`config.mk`:
```
export PLATFORM = sky130hd
export DESIGN_NAME = dag_top
export DESIGN_NICKNAME = d
export VERILOG_FILES = /design/src/rtl/dag_pkg.sv /design/src/rtl/dag_ptr_mux.sv /design/src/rtl/dag_arith.sv /design/src/rtl/dag_window.sv /design/src/rtl/dag_top.sv
export SDC_FILE = /design/constraint.sdc
export NUM_CORES = 1
export LEC_CHECK = 0
export BUFFER_PORTS_ARGS = -buffer_cell sky130_fd_sc_hd__buf_2
export CAP_MARGIN = 0
export CORE_MARGIN = 1
export CORE_UTILIZATION = 50
export CTS_CLUSTER_DIAMETER = 40
export DETAILED_ROUTE_END_ITERATION = 8
export GPL_TIMING_DRIVEN = 1
export HOLD_SLACK_MARGIN = 0.12
export PLACE_DENSITY = 0.8
export SYNTH_ARGS = -nofsm -noshare
export SYNTH_HDL_FRONTEND = slang
export SYNTH_SLANG_ARGS = --single-unit
```
`constraint.sdc`:
```
create_clock -name clk -period 8.2 [get_ports clk]
set_clock_uncertainty 0.2 [all_clocks]
set_input_delay 1.64 -clock clk [delete_from_list [all_inputs] [get_ports clk]]
set_output_delay 1.64 -clock clk [all_outputs]
set_load 0.02 [all_outputs]
```
`src/rtl/dag_pkg.sv`:
```
package dag_pkg;
  typedef enum logic [2:0] {
    AM_ABS   = 3'd0,
    AM_PLAIN = 3'd1,
    AM_OFS   = 3'd2,
    AM_DEC   = 3'd3,
    AM_INC   = 3'd4
  } amode_e;

  localparam logic [1:0] PS_X = 2'd0;
  localparam logic [1:0] PS_Y = 2'd1;
  localparam logic [1:0] PS_Z = 2'd2;
endpackage

```
`src/rtl/dag_ptr_mux.sv`:
```
module dag_ptr_mux #(
  parameter int PTR_W = 16,
  parameter int EXT_W = 8
) (
  input  logic [1:0]       sel,
  input  logic [PTR_W-1:0] ptr_x,
  input  logic [PTR_W-1:0] ptr_y,
  input  logic [PTR_W-1:0] ptr_z,
  input  logic [EXT_W-1:0] page_x,
  input  logic [EXT_W-1:0] page_y,
  input  logic [EXT_W-1:0] page_z,
  output logic [PTR_W-1:0] ptr,
  output logic [EXT_W-1:0] page,
  output logic             sel_ok
);
  import dag_pkg::*;

  always_comb begin
    ptr    = '0;
    page   = '0;
    sel_ok = 1'b1;
    unique case (sel)
      PS_X: begin ptr = ptr_x; page = page_x; end
      PS_Y: begin ptr = ptr_y; page = page_y; end
      PS_Z: begin ptr = ptr_z; page = page_z; end
      default: sel_ok = 1'b0;
    endcase
  end
endmodule

```
`src/rtl/dag_arith.sv`:
```
module dag_arith #(
  parameter int PTR_W  = 16,
  parameter int EXT_W  = 8,
  parameter int DISP_W = 6
) (
  input  logic [2:0]                mode,
  input  logic [1:0]                sel,
  input  logic                      sel_ok,
  input  logic [PTR_W-1:0]          ptr,
  input  logic [EXT_W-1:0]          page,
  input  logic                      ext_en,
  input  logic [DISP_W-1:0]         disp,
  input  logic [PTR_W-1:0]          direct_addr,
  input  logic [EXT_W-1:0]          direct_page,
  output logic                      legal,
  output logic                      step,
  output logic [PTR_W+EXT_W-1:0]    addr,
  output logic [PTR_W+EXT_W-1:0]    next
);
  import dag_pkg::*;
  localparam int AW = PTR_W + EXT_W;

  logic [AW-1:0] base;
  logic [AW-1:0] dir_full;
  logic [AW-1:0] sum_ofs;
  logic [AW-1:0] sum_dec;
  logic [AW-1:0] sum_inc;

  function automatic logic [AW-1:0] fold(input logic [AW-1:0] v, input logic wide);
    return wide ? v : {{EXT_W{1'b0}}, v[PTR_W-1:0]};
  endfunction

  always_comb begin
    base     = ext_en ? {page, ptr} : {{EXT_W{1'b0}}, ptr};
    dir_full = ext_en ? {direct_page, direct_addr} : {{EXT_W{1'b0}}, direct_addr};
    sum_ofs  = fold(base + {{(AW-DISP_W){1'b0}}, disp}, ext_en);
    sum_dec  = fold(base - AW'(1), ext_en);
    sum_inc  = fold(base + AW'(1), ext_en);
  end

  always_comb begin
    legal = 1'b0;
    step  = 1'b0;
    addr  = '0;
    next  = base;
    case (mode)
      AM_ABS: begin
        legal = 1'b1;
        addr  = dir_full;
      end
      AM_PLAIN: begin
        legal = sel_ok;
        addr  = base;
      end
      AM_OFS: begin
        legal = sel_ok && (sel != PS_X);
        addr  = sum_ofs;
      end
      AM_DEC: begin
        legal = sel_ok;
        step  = 1'b1;
        addr  = sum_dec;
        next  = sum_dec;
      end
      AM_INC: begin
        legal = sel_ok;
        step  = 1'b1;
        addr  = base;
        next  = sum_inc;
      end
      default: legal = 1'b0;
    endcase
  end
endmodule

```
`src/rtl/dag_window.sv`:
```
module dag_window #(
  parameter int AW       = 24,
  parameter int RF_WORDS = 32,
  parameter int IO_WORDS = 64
) (
  input  logic [AW-1:0] addr,
  output logic          in_rf,
  output logic          in_io
);
  localparam logic [AW-1:0] IO_LO = AW'(RF_WORDS);
  localparam logic [AW-1:0] IO_HI = AW'(RF_WORDS + IO_WORDS);

  always_comb begin
    in_rf = addr < IO_LO;
    in_io = (addr >= IO_LO) && (addr < IO_HI);
  end
endmodule

```
`src/rtl/dag_top.sv`:
```
module dag_top #(
  parameter int PTR_W    = 16,
  parameter int EXT_W    = 8,
  parameter int DISP_W   = 6,
  parameter int RF_WORDS = 32,
  parameter int IO_WORDS = 64
) (
  input  logic                   clk,
  input  logic                   rst,
  input  logic                   req_valid,
  input  logic [2:0]             req_mode,
  input  logic [1:0]             req_ptr_sel,
  input  logic [DISP_W-1:0]      req_disp,
  input  logic [PTR_W-1:0]       req_direct,
  input  logic [EXT_W-1:0]       direct_page,
  input  logic [PTR_W-1:0]       ptr_x,
  input  logic [PTR_W-1:0]       ptr_y,
  input  logic [PTR_W-1:0]       ptr_z,
  input  logic [EXT_W-1:0]       page_x,
  input  logic [EXT_W-1:0]       page_y,
  input  logic [EXT_W-1:0]       page_z,
  input  logic                   ext_en,
  output logic                   out_valid,
  output logic [PTR_W+EXT_W-1:0] out_addr,
  output logic                   in_regfile,
  output logic                   in_io,
  output logic                   wb_stb,
  output logic [1:0]             wb_sel,
  output logic [PTR_W-1:0]       wb_ptr,
  output logic [EXT_W-1:0]       wb_page
);
  import dag_pkg::*;
  localparam int AW = PTR_W + EXT_W;

  logic [PTR_W-1:0] sel_ptr;
  logic [EXT_W-1:0] sel_page;
  logic             sel_ok;
  logic             legal;
  logic             step;
  logic [AW-1:0]    c_addr;
  logic [AW-1:0]    c_next;
  logic             c_rf;
  logic             c_io;
  logic             ext_q;

  dag_ptr_mux #(.PTR_W(PTR_W), .EXT_W(EXT_W)) u_mux (
    .sel(req_ptr_sel), .ptr_x(ptr_x), .ptr_y(ptr_y), .ptr_z(ptr_z),
    .page_x(page_x), .page_y(page_y), .page_z(page_z),
    .ptr(sel_ptr), .page(sel_page), .sel_ok(sel_ok)
  );

  dag_arith #(.PTR_W(PTR_W), .EXT_W(EXT_W), .DISP_W(DISP_W)) u_arith (
    .mode(req_mode), .sel(req_ptr_sel), .sel_ok(sel_ok), .ptr(sel_ptr),
    .page(sel_page), .ext_en(ext_en), .disp(req_disp),
    .direct_addr(req_direct), .direct_page(direct_page),
    .legal(legal), .step(step), .addr(c_addr), .next(c_next)
  );

  dag_window #(.AW(AW), .RF_WORDS(RF_WORDS), .IO_WORDS(IO_WORDS)) u_win (
    .addr(c_addr), .in_rf(c_rf), .in_io(c_io)
  );

  wire go = req_valid && legal;

  always_ff @(posedge clk) begin
    if (rst || !go) begin
      out_valid  <= 1'b0;
      out_addr   <= '0;
      in_regfile <= 1'b0;
      in_io      <= 1'b0;
      wb_stb     <= 1'b0;
      wb_sel     <= '0;
      wb_ptr     <= '0;
      wb_page    <= '0;
      ext_q      <= 1'b0;
    end else begin
      out_valid  <= 1'b1;
      out_addr   <= c_addr;
      in_regfile <= c_rf;
      in_io      <= c_io;
      wb_stb     <= step;
      wb_sel     <= step ? req_ptr_sel : 2'd0;
      wb_ptr     <= step ? c_next[PTR_W-1:0] : '0;
      wb_page    <= step ? (ext_en ? c_next[AW-1:PTR_W] : sel_page) : '0;
      ext_q      <= ext_en;
    end
  end

  AST_WB_NEEDS_VALID: assert property (@(posedge clk) disable iff (rst)
    wb_stb |-> out_valid);
  AST_WB_SINGLE: assert property (@(posedge clk) disable iff (rst)
    (wb_stb && !req_valid) |=> !wb_stb);
  AST_FLAGS_EXCL: assert property (@(posedge clk) disable iff (rst)
    !(in_regfile && in_io));
  AST_FLAG_NEEDS_VALID: assert property (@(posedge clk) disable iff (rst)
    (in_regfile || in_io) |-> out_valid);
  AST_NARROW_UPPER: assert property (@(posedge clk) disable iff (rst)
    (out_valid && !ext_q) |-> (out_addr[AW-1:PTR_W] == '0));
  AST_OFS_X_REJECT: assert property (@(posedge clk) disable iff (rst)
    (req_valid && req_mode == AM_OFS && req_ptr_sel == PS_X) |=> !out_valid);
  AST_INC_ADDR: assert property (@(posedge clk) disable iff (rst)
    (req_valid && req_mode == AM_INC && sel_ok) |=>
      (wb_stb && out_addr[PTR_W-1:0] == $past(sel_ptr)));
  AST_DEC_MATCH: assert property (@(posedge clk) disable iff (rst)
    (req_valid && req_mode == AM_DEC && sel_ok) |=>
      (wb_stb && wb_ptr == out_addr[PTR_W-1:0]));
endmodule

```
# After elaboration in Yosys (flattened, before gate mapping)
# Cells that the tools add are included.
op_classes:
  mul: 0
  n_eq_ne: 6
  muxes: 14
  n_div: 0
  magnitude_cmp: 3
  bitwise_logic: 1
  shift: 0
  reduce_logical: 13
  n_addsub: 3
ops:
  columns: ["operator", "n"]
  rows:
  - ["$mux 24", 5]
  - ["$pmux 24 s4", 1]
  - ["$pmux 16 s3", 1]
  - ["$pmux 24 s2", 1]
  - ["$add 24x1->24 const B", 1]
  - ["$add 24x6->24", 1]
  - ["$ge 24x6->1 const B", 1]
  - ["$lt 24x6->1 const B", 1]
  - ["$lt 24x7->1 const B", 1]
  - ["$pmux 8 s3", 1]
  - ["$sub 24x1->24 const B", 1]
  - ["$mux 8", 1]
  - ["$eq 3x2->1 const B", 2]
  - ["$reduce_or 2->1", 3]
  - ["$reduce_or 3->1", 2]
  - ["$eq 3x1->1 const B", 1]
  - ["$eq 3x3->1 const B", 1]
  - ["$logic_and 1x1->1", 3]
  - ["$logic_not 3->1", 1]
  - ["$mux 1", 3]
  - ["$pmux 1 s3", 1]
  - ["$eq 2x1->1 const B", 1]
  - ["$eq 2x2->1 const B", 1]
  - ["$logic_not 2->1", 1]
  - ["4 further kinds", 4]
word_totals:
  register_bits: 54
  ramBits: 0
  inputBits: 111
  latch_bits: 0
  wordCells: 48
  romBits: 0
  output_inout_bits: 54
  n_memories: 0

# Longest topological paths before layout
# Gate-level depths: netlist (run 1).
logic_depth:
  depth_word: 9
  ltp_mapped: 19
  mapped_depth_nobuf: 15

# Modules after synthesis
# From an unflattened synthesis (run 1), not the netlist that was laid out.
unflattened:
  cells_unflattened: 592
  hier_area_um2: 4764.6
by_module_without_submodules:
  columns: ["mod", "cells_each", "instances", "seq_area_each_um2", "area_each_um2"]
  rows:
  - ["dag_arith", 398, 1, 0.0, 2506.2]
  - ["dag_top", 125, 1, 1081.0, 1564.0]
  - ["dag_ptr_mux", 59, 1, 0.0, 631.9]
  - ["dag_window", 10, 1, 0.0, 62.6]

# Worst setup path after synthesis (run 1)
# OpenSTA, ideal clock, no wires.
synth_timing:
  path_type: "input port to flip-flop"
  from: "input port req_ptr_sel[0]"
  to: "register in_regfile"
  t_arrival_ns: 6.628
  cell_stages: 19
  required_time_ns: 7.939
  setup_ns: 0.061
  path_buffers: 6
  slack_ns: 1.310
  cell_sequence: "ha_1 > clkbuf_1 > clkbuf_1 > clkbuf_1 > clkbuf_1 > clkbuf_1 > buf_1 > nor2_1 > ha_1 > fa_1 > a21oi_1 > o32ai_1 > nor4_4 > nor3_1 > xor2_1 > a221oi_1 > nand4b_1 > or4_1 > and4bb_1"
synth_via:
  elab_chain_cells: 8
  elab_cells_between_ends: 20
  classes_between: "2 x add/sub; 1 x order compare; 2 x eq/ne; 8 x mux; 7 x reduce/logical"
synth_lines:
  columns: ["element", "line_no", "rtl"]
  rows:
  - ["start, declared", "dag_top.sv:12", "input logic [1:0] req_ptr_sel,"]
  - ["parallel branches: the longest is 8 deep, another holds $sub 24x1->24", null, null]
  - ["end signal, assigned", "dag_top.sv:79", "in_regfile <= c_rf;"]
  - ["end, declared", "dag_top.sv:25", "output logic in_regfile,"]
# Parallel ways; which one is timed is not known.
# A chain may end at the register's enable or synchronous reset.

# Worst setup path in the final report (run 1)
layout_timing:
  from: "input port req_ptr_sel[1]"
  to: "register in_io"
layout_via:
  elab_chain_cells: 8
  elab_cells_between_ends: 22
  classes_between: "2 x add/sub; 2 x order compare; 2 x eq/ne; 8 x mux; 8 x reduce/logical"
layout_lines:
  columns: ["element", "line_no", "rtl"]
  rows:
  - ["$eq 2x2->1 (tied with other cells)", "dag_ptr_mux.sv:22", "unique case (sel)"]
  - ["$pmux 16 s3 (tied with other cells)", "dag_ptr_mux.sv:22", null]
  - ["$mux 24 / $mux 1 (equally long branches)", "dag_arith.sv:34, dag_ptr_mux.sv:22", null]
  - ["$sub 24x1->24 (tied with other cells)", "dag_arith.sv:37", "sum_dec = fold(base - AW'(1), ext_en);"]
  - ["$mux 24 / $pmux 1 s3 (equally long branches)", "dag_arith.sv:30, dag_arith.sv:46", null]
  - ["$pmux 24 s4 / $logic_and 1x1->1 (equally long branches)", "dag_arith.sv:46, dag_top.sv:63", null]
  - ["$ge 24x6->1 (tied with other cells)", "dag_window.sv:15", "in_io = (addr >= IO_LO) && (addr < IO_HI);"]
  - ["$logic_and 1x1->1 / $logic_or 1x1->1 (equally long branches)", "dag_window.sv:15, dag_top.sv:66", null]
  - ["end signal, assigned", "dag_top.sv:80", "in_io <= c_io;"]
  - ["end, declared", "dag_top.sv:26", "output logic in_io,"]
# Several ways; a longest one is shown, not always the timed one.

==> results of run 1 <==
[worst min-delay path, delay by kind of cell]
kind                   cells  cell delay [ns]
buffers and inverters      2             0.23
AND/OR/NAND/NOR            1             0.05
[cells by family after synthesis]
logic type	synth area share
fa+ha+maj	0.03297
buf+inv	0.06078
xor+xnor	0.06028
mux	0.01452
compound gates	0.3027
simple gates	0.3162
flops	0.2126
[final cells by class]
class	instances	area (um^2)
fill	921	3716
multi-input combinational	598	3700
clock buffer	6	72.57
inverter	18	67.56
sequential	54	1081
clock inverter	2	37.54
tap	133	166.4
timing repair buffer	185	978.4
[state kept, by name (all words and copies together), names as in the netlist]
register,cells
in_io,1
in_regfile,1
out_addr,24
out_valid,1
wb_page,8
wb_ptr,16
wb_sel,2
wb_stb,1
[report_power, final]
| group | switching [mW] | internal (mW) |
|---|---|---|
| sequential | 0.000782 | 0.266 |
| combinational | 0.215 | 0.110 |
| clock | 0.0937 | 0.0913 |
[routing by layer]
| metal | wire, um | share of wire | GRT usage | up-vias |
|---|---|---|---|---|
| met2 | 9340 | 0.41 | 0.6179 | 645 |
| met3 | 3568 | 0.16 | 0.1417 | 111 |
| met5 | 0 | 0 | 0 | - |
| met1 | 8774 | 0.38 | 0.5790 | 3045 |
| met4 | 1161 | 0.051 | 0.2015 | 0 |
| li1 | - | - | - | 3007 |
[through the flow]
stage / std cells / area, um^2 / hold WS [ns] / utilization
after floorplan: 725 / 5085 / 1.597 / -
after global placement: 988 / 5993 / 1.754 / 0.6103
after detailed placement: 988 / 5993 / 1.772 / 0.6103
after CTS: 996 / 6103 / 1.430 / 0.6216
after global routing: 996 / 6103 / 1.449 / 0.6216
final: 996 / 6103 / 1.427 / 0.6216
[final timing paths]
check	start	end	cells past startpoint
worst max-delay path	req_ptr_sel[1]	in_io$_SDFF_PN0_	16
worst min-delay path	req_ptr_sel[1]	wb_sel[1]$_SDFF_PP0_	3
[synthesized netlist by cell type (all sizes together), types with 5 or more instances]
cell / n
xnor2: 25
a211oi: 11
o32ai: 6
o21ai: 38
o211ai: 9
o21a: 5
nor3: 41
clkbuf: 41
xor2: 10
ha: 11
or3: 9
nand2b: 6
nand4: 12
a22oi: 11
nor2: 98
a21oi: 61
and2: 13
dfxtp: 54
nor4: 23
a222oi: 23
and3: 5
nand2: 64
a31oi: 13
inv: 16
nand3: 20
or2: 9
o22ai: 5
buf: 14
==> impl_metrics.py, run 1 <==
metrics = {
    "timing": {
        "setup_slack_ns": 1.263,
        "fin_crit_ns": 6.937,
        "rsz0062_at_grt": "false",
        "relSlewSlack": 0.2255,
        "final_max_slew_viol_count": 0,
        "min_period_over_period": 0.8460,
        "setup_violations": 0,
        "tightest_slew_ns": 1.162,
        "fmax_mhz": 144.2,
        "hold_viol_final": 0,
        "finalSetupTns_ns": 0,
    },
    "finish": {
        "final_layout_size_suffix_gt1_frac": 0.2503,
        "syn_to_final_growth_pct": 20.03,
        "diodes": 0,
        "fin_nets": 985,
        "final_common_cell": "buf_2",
        "final_cell_mix": "buf_2, nor2_1, nand2_1",
    },
    "floorplan": {
        "initial_core_util": 0.5178,
        "rows": 36,
        "chipWidth_um": 102.8,
        "die_h_um": 102.8,
        "core_area_um2": 9819,
        "ios": 165,
        "dieArea_um2": 10580,
    },
    "drt": {
        "drt_iter0_drc": 1009,
        "ant_nets": 0,
        "drc": 0,
        "wirelength_um": 22840,
        "routed-via-count": 6808,
        "post_drt_wl_per_cell_um": 22.94,
        "firstDrtPassIters": 8,
        "post_drt_via_cell_ratio": 6.835,
    },
    "global_route": {
        "grt_usage": 0.4308,
        "grt_max_degree": 45,
        "grt_first_pass_wirelength_um": 33850,
        "gr-total-overflow": 0,
        "grt_pass1_vias": 6051,
        "antenna_found_initial": 0,
    },
    "run_status": {
        "status": "finished clean",
    },
    "logic_synthesis": {
        "yosysTopAreaCell": "dfxtp_1",
        "avgSynthCellArea_um2": 7.014,
        "synth_edf_count": 0,
        "ys_top_cells_by_area": "dfxtp_1, nor2_1, a21oi_1",
        "ys_seq_area_frac": 0.2126,
        "synth_top_area_frac": 0.2126,
        "syn_inst": 725,
        "ys_async_sr_fraction": 0,
        "synth.distinct_cells": 77,
        "synth-seq-cells": 54,
        "synth_ff_type": "dfxtp_1",
        "syn_area_um2": 5085,
        "syn_nets": 848,
        "ys_warn_count": 0,
    },
    "critical_path": {
        "crit_arrival_ns": 6.96,
        "cp_top_family": "simple AND/OR/NAND/NOR gates",
        "crit_chain": "buf_2, inv_1, ha_1, a222oi_1, or2_2, inv_1, ha_1, nand2b_1, a2111oi_0, nor4_4, nor4_1, xnor2_1, o221ai_1, or3_1, or4_1, nor4b_2",
        "worstSetupStartpointType": "input pin",
        "end_kind": "register",
        "worst-path-max-fanout": 25,
        "crit_buf_inv": 3,
        "cp_slowest_cell": "a222oi_1",
        "critical-path-max-stage-delay_ns": 0.92,
        "crit_type": "in2reg",
        "cp.required_ns": 8.22,
    },
    "clocking": {
        "htreeDepth": 2,
        "post_cts_resized": 0,
        "clock-sinks": 54,
        "clk_pin_slew_ns": 0.11,
        "cts_root_buffer": "clkbuf_8",
        "cts_tree": "built",
        "clockBufferDepth": 2,
        "numCtsBuffers": 5,
        "cts_setup_buffers": 0,
        "holdBufCountCts": 0,
    },
    "place": {
        "port_buffers": 164,
        "pre_cts_ws_ns": 1.123,
        "dp_hpwl_um": 17350,
        "gp_congestion": 1.038,
    },
    "job": {
        "maxCapViolCount": 0,
    },
    "power_and_ir_drop": {
        "p_per_area_nw_per_um2": 127.1,
        "max-vdd-ir-drop_mv": 0.08063,
        "p_leak_nw": 2.501,
        "total_power_mw": 0.7759,
    },
    "min_path": {
        "hp-class": "in2reg",
    },
}
No activity file was read; power rests on OpenSTA's default activity.
==> run 2, diff against run 1 <==
==> constraint.sdc (replaced) <==
create_clock -name clk -period 7.2 [get_ports clk]
set_clock_uncertainty 0.2 [all_clocks]
set_input_delay 1.44 -clock clk [delete_from_list [all_inputs] [get_ports clk]]
set_output_delay 1.44 -clock clk [all_outputs]
set_load 0.02 [all_outputs]
==> impl_metrics.py, run 2 (same netlist as run 1, synthesis figures left out) <==
metrics = {
    "clocking": {
        "clockBufferDepth": 2,
        "holdBufCountCts": 0,
        "post_cts_resized": 0,
        "numCtsBuffers": 5,
        "htreeDepth": 2,
        "clock-sinks": 54,
        "cts_root_buffer": "clkbuf_8",
        "clk_pin_slew_ns": 0.11,
        "cts_tree": "built",
        "cts_setup_buffers": 0,
    },
    "global_route": {
        "gr-usage-met1": 0.5843,
        "grt_util_met2": 0.6267,
        "grt_first_pass_wirelength_um": 33680,
        "grt_util_met3": 0.1078,
        "gr-total-overflow": 0,
        "grt_pass1_vias": 6158,
        "grt_max_degree": 36,
        "busiest_layer": "met2",
        "grt_usage": 0.4254,
        "antenna_found_initial": 0,
    },
    "finish": {
        "reg_top3": "out_addr (24), wb_ptr (16), wb_page (8)",
        "diodes": 0,
        "final_area_um2": 6130,
        "final_cell_mix": "buf_2, nor2_1, nand2_1",
        "fin_util": 0.6242,
        "fin_nets": 990,
        "regMostFlops": "out_addr",
        "largest_reg_flops": 24,
        "final_common_cell": "buf_2",
        "syn_to_final_growth_pct": 20.55,
        "final_layout_size_suffix_gt1_frac": 0.2558,
    },
    "power_and_ir_drop": {
        "p_sw_frac": 0.4147,
        "p_seq_frac": 0.349,
        "combPwrFrac": 0.427,
        "p_leak_nw": 2.522,
        "clkPwrFrac": 0.224,
        "p_sw_mw": 0.3604,
        "max-vdd-ir-drop_mv": 0.08296,
        "total_power_mw": 0.8691,
        "p_int_mw": 0.5087,
        "p_per_area_nw_per_um2": 141.8,
    },
    "timing": {
        "hold_viol_final": 0,
        "fmax_mhz": 153.4,
        "setup_violations": 0,
        "relSlewSlack": 0.1800,
        "finalSetupTns_ns": 0,
        "rsz0062_at_grt": "false",
        "final_max_slew_viol_count": 0,
        "tightest_slew_ns": 1.230,
        "fin_crit_ns": 6.518,
        "min_period_over_period": 0.9053,
    },
    "drt": {
        "wirelength_um": 22710,
        "drc": 0,
        "firstDrtPassIters": 7,
        "post_drt_wl_per_cell_um": 22.69,
        "post_drt_via_cell_ratio": 6.792,
        "ant_nets": 0,
        "drt_iter0_drc": 1000,
        "routed-via-count": 6799,
    },
    "floorplan": {
        "rows": 36,
        "ios": 165,
        "die_h_um": 102.8,
        "initial_core_util": 0.5178,
        "chipWidth_um": 102.8,
        "core_area_um2": 9819,
        "dieArea_um2": 10580,
    },
    "critical_path": {
        "crit_type": "in2reg",
        "critical-path-max-stage-delay_ns": 0.75,
        "crit_chain": "buf_2, inv_1, ha_1, a222oi_1, nor2_1, ha_1, fa_1, a211oi_1, a2111oi_0, nor4_4, nor3_1, xor2_1, a221oi_1, nand4b_1, or4_1, and4bb_1",
        "worstSetupStartpointType": "input pin",
        "end_kind": "register",
        "cp.required_ns": 7.26,
        "path_common_cell": "ha_1",
        "crit_arrival_ns": 6.58,
        "cp_slowest_cell": "a222oi_1",
        "worst-path-max-fanout": 8,
    },
    "job": {
        "maxCapViolCount": 0,
    },
    "min_path": {
        "hold_depth": 3,
        "hp-class": "in2reg",
    },
    "place": {
        "gp_congestion": 1.019,
        "port_buffers": 164,
        "dp_hpwl_um": 17170,
        "postPlaceCellArea_um2": 6031,
    },
    "run_status": {
        "status": "finished clean",
    },
}
-- run 2: changes by cell type in the layout (fill, tap and decap cells not counted), sizes merged --
cell and change:
bufinv -1, inv +1, buf +5
-- run 2: stage by stage --
stage | instances | setup slack (ns) | hold WS [ns]
after floorplan | 725 | 0.5105 | 1.397
after global placement | 993 | 0.8105 | 1.555
after detailed placement | 993 | 0.5157 | 1.569
after CTS | 1001 | 0.8612 | 1.215
after global routing | 1001 | 0.4872 | 1.230
final | 1001 | 0.6821 | 1.213
-- run 2: routing by layer --
layer	wire, um	vias to the layer above
met2	9446	656
li1	-	3016
met1	8859	3037
met4	813	2
met3	3516	88
met5	72	-
-- run 2: power groups by stage --
stage          sequential [mW]  clock [mW]  combinational, mW
2_1_floorplan            0.316           0              0.221
3_3_place_gp             0.310           0              0.348
3_5_place_dp             0.310           0              0.350
4_1_cts                  0.304       0.194              0.352
5_1_grt                  0.304       0.207              0.390
6_report                 0.304       0.195              0.371
-- run 2: layout make-up --
type	instances	area [um^2]
multi-input combinational	598	3700
sequential	54	1081
timing repair buffer	190	1016
clock inverter	2	16.27
clock buffer	6	82.58
fill	933	3690
inverter	18	67.56
tap	133	166.4
-- run 2: path summary, 6_finish.rpt --
kind / startpoint / endpoint / slack, ns
min: req_ptr_sel[1] / wb_sel[1]$_SDFF_PP0_ / 1.21
max: req_ptr_sel[1] / in_regfile$_SDFF_PN0_ / 0.68
-- run 2: worst max-delay path: cells and delay by family --
kind | cells | cell delay (ns)
simple gates | 6 | 2.04
compound gates | 4 | 1.74
fa+ha+maj | 3 | 1.01
buf+inv | 2 | 0.18
xor+xnor | 1 | 0.17
